## config.mk

```make
export PLATFORM = sky130hd
export DESIGN_NAME = mpy24_exec_unit
export DESIGN_NICKNAME = d
export VERILOG_FILES = /design/src/rtl/mpy24_pkg.sv /design/src/rtl/mpy24_mult.sv /design/src/rtl/mpy24_ovf_sat.sv /design/src/rtl/mpy24_flags.sv /design/src/rtl/mpy24_exec_unit.sv
export SDC_FILE = /design/constraint.sdc
export NUM_CORES = 2
export LEC_CHECK = 0
export BUFFER_PORTS_ARGS = -buffer_cell sky130_fd_sc_hd__buf_4
export CAP_MARGIN = 20
export CORE_ASPECT_RATIO = 0.75
export CORE_MARGIN = 10
export CORE_UTILIZATION = 62
export DETAILED_ROUTE_END_ITERATION = 10
export GPL_TIMING_DRIVEN = 0
export PLACE_DENSITY = 0.87
export SETUP_SLACK_MARGIN = 0.05
export SYNTH_ARGS = -nofsm -noshare
export SYNTH_HDL_FRONTEND = slang
export SYNTH_SLANG_ARGS = --single-unit
export TNS_END_PERCENT = 50
```

## constraint.sdc

```tcl
create_clock -name clk -period 1 [get_ports clk]
set_input_delay 0.15 -clock clk [delete_from_list [all_inputs] [get_ports clk]]
set_output_delay 0.15 -clock clk [all_outputs]
set_load 0.01 [all_outputs]
```

## src/rtl/mpy24_pkg.sv

```systemverilog
package mpy24_pkg;
   localparam int FLAG_W = 7;
   localparam int FL_C   = 0;
   localparam int FL_V   = 1;
   localparam int FL_Z   = 2;
   localparam int FL_N   = 3;
   localparam int FL_UF  = 4;
   localparam int FL_LV  = 5;
   localparam int FL_LUF = 6;

   typedef enum logic [0:0] {
      MULT_INFER = 1'b0,
      MULT_ARRAY = 1'b1
   } mult_style_e;
endpackage

```

## src/rtl/mpy24_mult.sv

```systemverilog
module mpy24_mult
   import mpy24_pkg::*;
#(
   parameter int          WORD_W = 32,
   parameter int          OP_W   = 24,
   parameter mult_style_e STYLE  = MULT_INFER,
   localparam int         PROD_W = 2 * OP_W
) (
   input  logic [WORD_W-1:0] a_word,
   input  logic [WORD_W-1:0] b_word,
   output logic [PROD_W-1:0] prod
);
   if (OP_W < 2 || OP_W > WORD_W) begin : g_bad_opw
      $error("mpy24_mult: OP_W must lie in 2..WORD_W");
   end

   logic [OP_W-1:0]   a_op;
   logic [OP_W-1:0]   b_op;
   logic [PROD_W-1:0] a_ext;
   logic [PROD_W-1:0] b_ext;

   assign a_op  = a_word[OP_W-1:0];
   assign b_op  = b_word[OP_W-1:0];
   assign a_ext = {{OP_W{a_op[OP_W-1]}}, a_op};
   assign b_ext = {{OP_W{b_op[OP_W-1]}}, b_op};

   if (STYLE == MULT_INFER) begin : g_infer
      assign prod = PROD_W'($signed(a_ext) * $signed(b_ext));
   end else begin : g_array
      logic [OP_W:0][PROD_W-1:0] acc;
      assign acc[0] = '0;
      for (genvar i = 0; i < OP_W; i++) begin : g_row
         logic [PROD_W-1:0] pp;
         assign pp = b_op[i] ? (a_ext << i) : '0;
         if (i == OP_W - 1) begin : g_sign_row
            assign acc[i+1] = acc[i] - pp;
         end else begin : g_mag_row
            assign acc[i+1] = acc[i] + pp;
         end
      end
      assign prod = acc[OP_W];
   end
endmodule

```

## src/rtl/mpy24_ovf_sat.sv

```systemverilog
module mpy24_ovf_sat #(
   parameter int PROD_W = 48,
   parameter int RES_W  = 32,
   localparam int UP_W  = PROD_W - RES_W + 1
) (
   input  logic [PROD_W-1:0] prod,
   input  logic              sat_en,
   output logic [RES_W-1:0]  res,
   output logic              ovf
);
   if (RES_W >= PROD_W || RES_W < 2) begin : g_bad_resw
      $error("mpy24_ovf_sat: RES_W must be below PROD_W");
   end

   logic [UP_W-1:0]  upper;
   logic [RES_W-1:0] sat_pos;
   logic [RES_W-1:0] sat_neg;

   assign upper   = prod[PROD_W-1:RES_W-1];
   assign ovf     = !((&upper) || !(|upper));
   assign sat_pos = {1'b0, {(RES_W-1){1'b1}}};
   assign sat_neg = {1'b1, {(RES_W-1){1'b0}}};

   always_comb begin
      if (sat_en && ovf) begin
         res = prod[PROD_W-1] ? sat_neg : sat_pos;
      end else begin
         res = prod[RES_W-1:0];
      end
   end
endmodule

```

## src/rtl/mpy24_flags.sv

```systemverilog
module mpy24_flags
   import mpy24_pkg::*;
#(
   parameter int RES_W     = 32,
   parameter int IDX_W     = 5,
   parameter int FLAG_REGS = 8
) (
   input  logic [RES_W-1:0]  res,
   input  logic              ovf,
   input  logic [IDX_W-1:0]  dst_idx,
   input  logic [FLAG_W-1:0] flags_in,
   output logic [FLAG_W-1:0] flags_next
);
   if (FLAG_REGS < 1 || FLAG_REGS > (1 << IDX_W)) begin : g_bad_regs
      $error("mpy24_flags: FLAG_REGS out of index range");
   end

   localparam logic [IDX_W:0] LIMIT = (IDX_W+1)'(FLAG_REGS);

   logic upd;
   assign upd = {1'b0, dst_idx} < LIMIT;

   always_comb begin
      flags_next = flags_in;
      if (upd) begin
         flags_next[FL_V]  = ovf;
         flags_next[FL_LV] = flags_in[FL_LV] | ovf;
         flags_next[FL_UF] = 1'b0;
         flags_next[FL_N]  = res[RES_W-1];
         flags_next[FL_Z]  = (res == '0);
      end
   end
endmodule

```

## src/rtl/mpy24_exec_unit.sv

```systemverilog
module mpy24_exec_unit
   import mpy24_pkg::*;
#(
   parameter int          WORD_W    = 32,
   parameter int          OP_W      = 24,
   parameter int          RES_W     = 32,
   parameter int          IDX_W     = 5,
   parameter int          FLAG_REGS = 8,
   parameter mult_style_e STYLE     = MULT_ARRAY,
   localparam int         PROD_W    = 2 * OP_W
) (
   input  logic              clk,
   input  logic              rst_n,
   input  logic              op_en,
   input  logic [WORD_W-1:0] src1_word,
   input  logic [WORD_W-1:0] src2_word,
   input  logic [IDX_W-1:0]  dst_idx,
   input  logic              sat_mode,
   input  logic [FLAG_W-1:0] flags_in,
   output logic [RES_W-1:0]  res_q,
   output logic              wr_en_q,
   output logic [IDX_W-1:0]  wr_idx_q,
   output logic [FLAG_W-1:0] flags_q
);
   if (RES_W > WORD_W) begin : g_bad_res
      $error("mpy24_exec_unit: RES_W must not exceed WORD_W");
   end

   logic [PROD_W-1:0] prod;
   logic [RES_W-1:0]  res_d;
   logic              ovf;
   logic [FLAG_W-1:0] flags_d;

   mpy24_mult #(
      .WORD_W (WORD_W),
      .OP_W   (OP_W),
      .STYLE  (STYLE)
   ) u_mult (
      .a_word (src1_word),
      .b_word (src2_word),
      .prod   (prod)
   );

   mpy24_ovf_sat #(
      .PROD_W (PROD_W),
      .RES_W  (RES_W)
   ) u_ovf (
      .prod   (prod),
      .sat_en (sat_mode),
      .res    (res_d),
      .ovf    (ovf)
   );

   mpy24_flags #(
      .RES_W     (RES_W),
      .IDX_W     (IDX_W),
      .FLAG_REGS (FLAG_REGS)
   ) u_flags (
      .res        (res_d),
      .ovf        (ovf),
      .dst_idx    (dst_idx),
      .flags_in   (flags_in),
      .flags_next (flags_d)
   );

   always_ff @(posedge clk or negedge rst_n) begin
      if (!rst_n) begin
         res_q    <= '0;
         wr_en_q  <= 1'b0;
         wr_idx_q <= '0;
         flags_q  <= '0;
      end else begin
         wr_en_q <= op_en;
         if (op_en) begin
            res_q    <= res_d;
            wr_idx_q <= dst_idx;
            flags_q  <= flags_d;
         end else begin
            flags_q  <= flags_in;
         end
      end
   end

   localparam logic [IDX_W:0] FLIM = (IDX_W+1)'(FLAG_REGS);

   logic in_low;
   assign in_low = {1'b0, dst_idx} < FLIM;

   assert_wr_strobe_R5: assert property (@(posedge clk) disable iff (!rst_n)
      op_en |=> (wr_en_q && wr_idx_q == $past(dst_idx)));

   assert_hold_res_R5: assert property (@(posedge clk) disable iff (!rst_n)
      !op_en |=> (!wr_en_q && $stable(res_q)));

   assert_flag_keep_R6: assert property (@(posedge clk) disable iff (!rst_n)
      (op_en && !in_low) |=> (flags_q == $past(flags_in)));

   assert_lv_sticky_R7: assert property (@(posedge clk) disable iff (!rst_n)
      (op_en && in_low && flags_in[FL_LV]) |=> flags_q[FL_LV]);

   assert_nz_written_R8: assert property (@(posedge clk) disable iff (!rst_n)
      (op_en && in_low) |=> (flags_q[FL_Z] == (res_q == '0)
                            && flags_q[FL_N] == res_q[RES_W-1]
                            && !flags_q[FL_UF]));

   assert_sat_value_R4: assert property (@(posedge clk) disable iff (!rst_n)
      (op_en && in_low && sat_mode) |=> (!flags_q[FL_V]
         || res_q == {1'b0, {(RES_W-1){1'b1}}}
         || res_q == {1'b1, {(RES_W-1){1'b0}}}));

   assert_idle_flags_R10: assert property (@(posedge clk) disable iff (!rst_n)
      !op_en |=> (flags_q == $past(flags_in)));
endmodule

```

==> qor.yml <==
async_flop_share_pct: 100
nets: 3596
place_congestion: 1.04
drcViolationCount: 0
core_um2: 37300
setup_viol: 53
syn_area_um2: 23600
path_max_fanout: 10
drive_gt1_share_pct: 18.9
cp-end-kind: "register"
min_period_ps: 8070
grt_util_all_layers_pct: 34.9
path_buf_inv: 7
die-area_um2: 46300
hold_viol: 0
via_count: 20600
slew_viol_final: 0
cts_tree: "yes"
synth_cell_types: 77
hpwl_mm: 62.9
wl_mm: 86.4
wl_per_cell_um: 26.3
crit_family: "adder cells"
cts_max_path_buffers: 2
io_buffers: 107
required_ps: 1200
final_common_cell: "fa_1"
ys_warn_count: 0
worst_ep_arrival_time_ps: 8270
hold_class: "input pin to register"
crit_path_start_kind: "input pin"
grt_max_degree: 46
finClkSkew_ps: 0
clk_latency_ps: 300
antenna_found_initial: 5
violations: "setup timing"
clock-sinks: 45
finalCritPeriodShare_pct: 807
syn2layout_area_growth_pct: 19.1
dp_slack_ps: -7770
critical-path-slowest-cell: "or4_1"
grt_pass1_wl_mm: 123
max_slew_margin_pct: 32.4
grt_overflow: 0
slowest_delay_ps: 660
clock.fmax_mhz: 124
ant_nets: 0
ys_ff_latch: 45
first_iter_violations: 2376
final_cell_mix: "fa_1 (611), inv_1 (601), nand2_1 (374), and2_1 (234), buf_4 (148)"
cts-root-buf: "clkbuf_16"
seq_area_frac_synth_pct: 4.78
io_pins: 125
synth_ff_type: "dfrtp_1"
synth_edf_count: 0
htree_levels: 2
outcome: "complete, but fails checks"
die_h_um: 189
grt_pass1_vias: 21800
max_cap_viol_count: 0
fp.dieW_um: 245
setup_ws_ps: -7070
avgSynthCellArea_um2: 9.23
cts-buffers-inserted: 5
firstDrtPassIters: 7
worst-setup-path-type: "input pin to register"
synthCells: 2553
clkTransAtPathRegs_ps: 80
tightest_slew_ps: 1010
initial_core_util_pct: 63.1
cp_common_cell: "fa_1"
vias_per_cell: 6.28
rsz0062_at_grt: "true"
syn-num-nets: 3379
num_rows: 61
-- state kept, by name, indices dropped and copies added (netlist names) --
register	cells
wr_idx_q	5
res_q	32
wr_en_q	1
flags_q	7
-- layer usage --
| layer | up-vias | part of all wire [%] | track usage [%] |
|---|---|---|---|
| met2 | 1702 | 46 | 57.2 |
| met3 | 558 | 13 | 8.68 |
| met4 | 6 | 7.6 | 14.9 |
| met1 | 10400 | 33 | 43.3 |
| li1 | 7904 | - | - |
| met5 | - | 0.052 | 0 |
-- area by class of cell --
type / count / area (um^2)
antenna: 4 / 10.0
fill: 2336 / 9260
timing repair buffer: 214 / 2010
multi-input combinational: 1770 / 20600
inverter: 617 / 2330
clock buffer: 7 / 153
buffer: 117 / 1180
sequential: 45 / 1130
clock inverter: 1 / 8.76
tap: 504 / 631
-- repair_timing --
item,CTS,global route
resized for setup,352,162
gates cloned,3,2
setup buffers,77,23
hold buffers,4,0
hold endpoints to repair,48,0
pin swaps,84,55
setup endpoints to repair,80,87
-- worst paths after layout --
| path | slack [ps] | from | to | cells after the start |
|---|---|---|---|---|
| max | -7070 | src2_word[21] | flags_q[2]$_DFF_PN0_ | 27 |
| min | 40 | flags_in[5] | flags_q[5]$_DFF_PN0_ | 2 |
| max reg2reg | -60 | res_q[11]$_DFFE_PN0P_ | res_q[11]$_DFFE_PN0P_ | 3 |
| min reg2reg | 560 | wr_idx_q[3]$_DFFE_PN0P_ | wr_idx_q[3]$_DFFE_PN0P_ | 1 |
| max in group asynchronous | 150 | rst_n | res_q[19]$_DFFE_PN0P_ | 2 |
| min in group asynchronous | 410 | rst_n | res_q[25]$_DFFE_PN0P_ | 2 |
-- cell usage after synthesis (all sizes together) (4+ instances only) --
cell type / n / area share, %
nand3: 12 / 0.28
o21ai: 30 / 0.65
o21bai: 5 / 0.16
a211o: 5 / 0.19
o2111ai: 4 / 0.15
o22ai: 16 / 0.42
buf: 16 / 0.49
inv: 617 / 9.8
and2: 236 / 6.3
xor2: 15 / 0.56
a21o: 9 / 0.29
nor4: 12 / 0.32
a211oi: 7 / 0.27
o211ai: 9 / 0.33
dfrtp: 45 / 4.8
nor3: 13 / 0.30
nand2b: 10 / 0.27
fa: 627 / 53
clkbuf: 105 / 1.7
nand4: 8 / 0.21
a31oi: 7 / 0.21
a21oi: 67 / 1.6
nor2b: 9 / 0.25
xnor2: 34 / 1.3
mux2: 5 / 0.24
a21boi: 4 / 0.13
ha: 119 / 6.3
nand2: 395 / 6.3
o211a: 4 / 0.17
nor2: 62 / 0.99
-- worst reg2reg max path, delay by kind of cell (launching register included) --
kind,cells,cell delay (ps)
simple gates,1,50
buf+inv,1,140
flops,1,400
compound gates,1,330
-- cell families (layout without fill, tap and decap cells) --
kind of cell             Yosys count  after routing  share of synthesized area (%)
AO/OA/AOI/OAI                    189            189                           5.53
multiplexers                       6              6                          0.281
XOR/XNOR                          49             49                           1.82
other                              0              4                              0
AND/OR/NAND/NOR                  780            780                           16.0
flip-flops                        45             45                           4.78
adder cells (fa/ha/maj)          746            746                           59.6
buffers and inverters            738            956                           12.0
-- stage by stage --
| step | area, um^2 | utilization [%] | hold WS [ps] | instances | setup TNS [ps] |
|---|---|---|---|---|---|
| after floorplan | 23700 | - | -146 | 2553 | -228550 |
| after global placement | 25100 | 67.4 | 166 | 3164 | -270810 |
| after detailed placement | 25100 | 67.4 | 184 | 3164 | -276910 |
| after CTS | 27300 | 73.0 | 46.4 | 3254 | -228940 |
| after global routing | 28100 | 75.2 | 37.1 | 3275 | -247810 |
| final | 28100 | 75.2 | 40.0 | 3279 | -244920 |
Power is left out: the tool's default activity adds up to more than one toggle a clock period on the data nets, which glitch-free logic cannot reach.
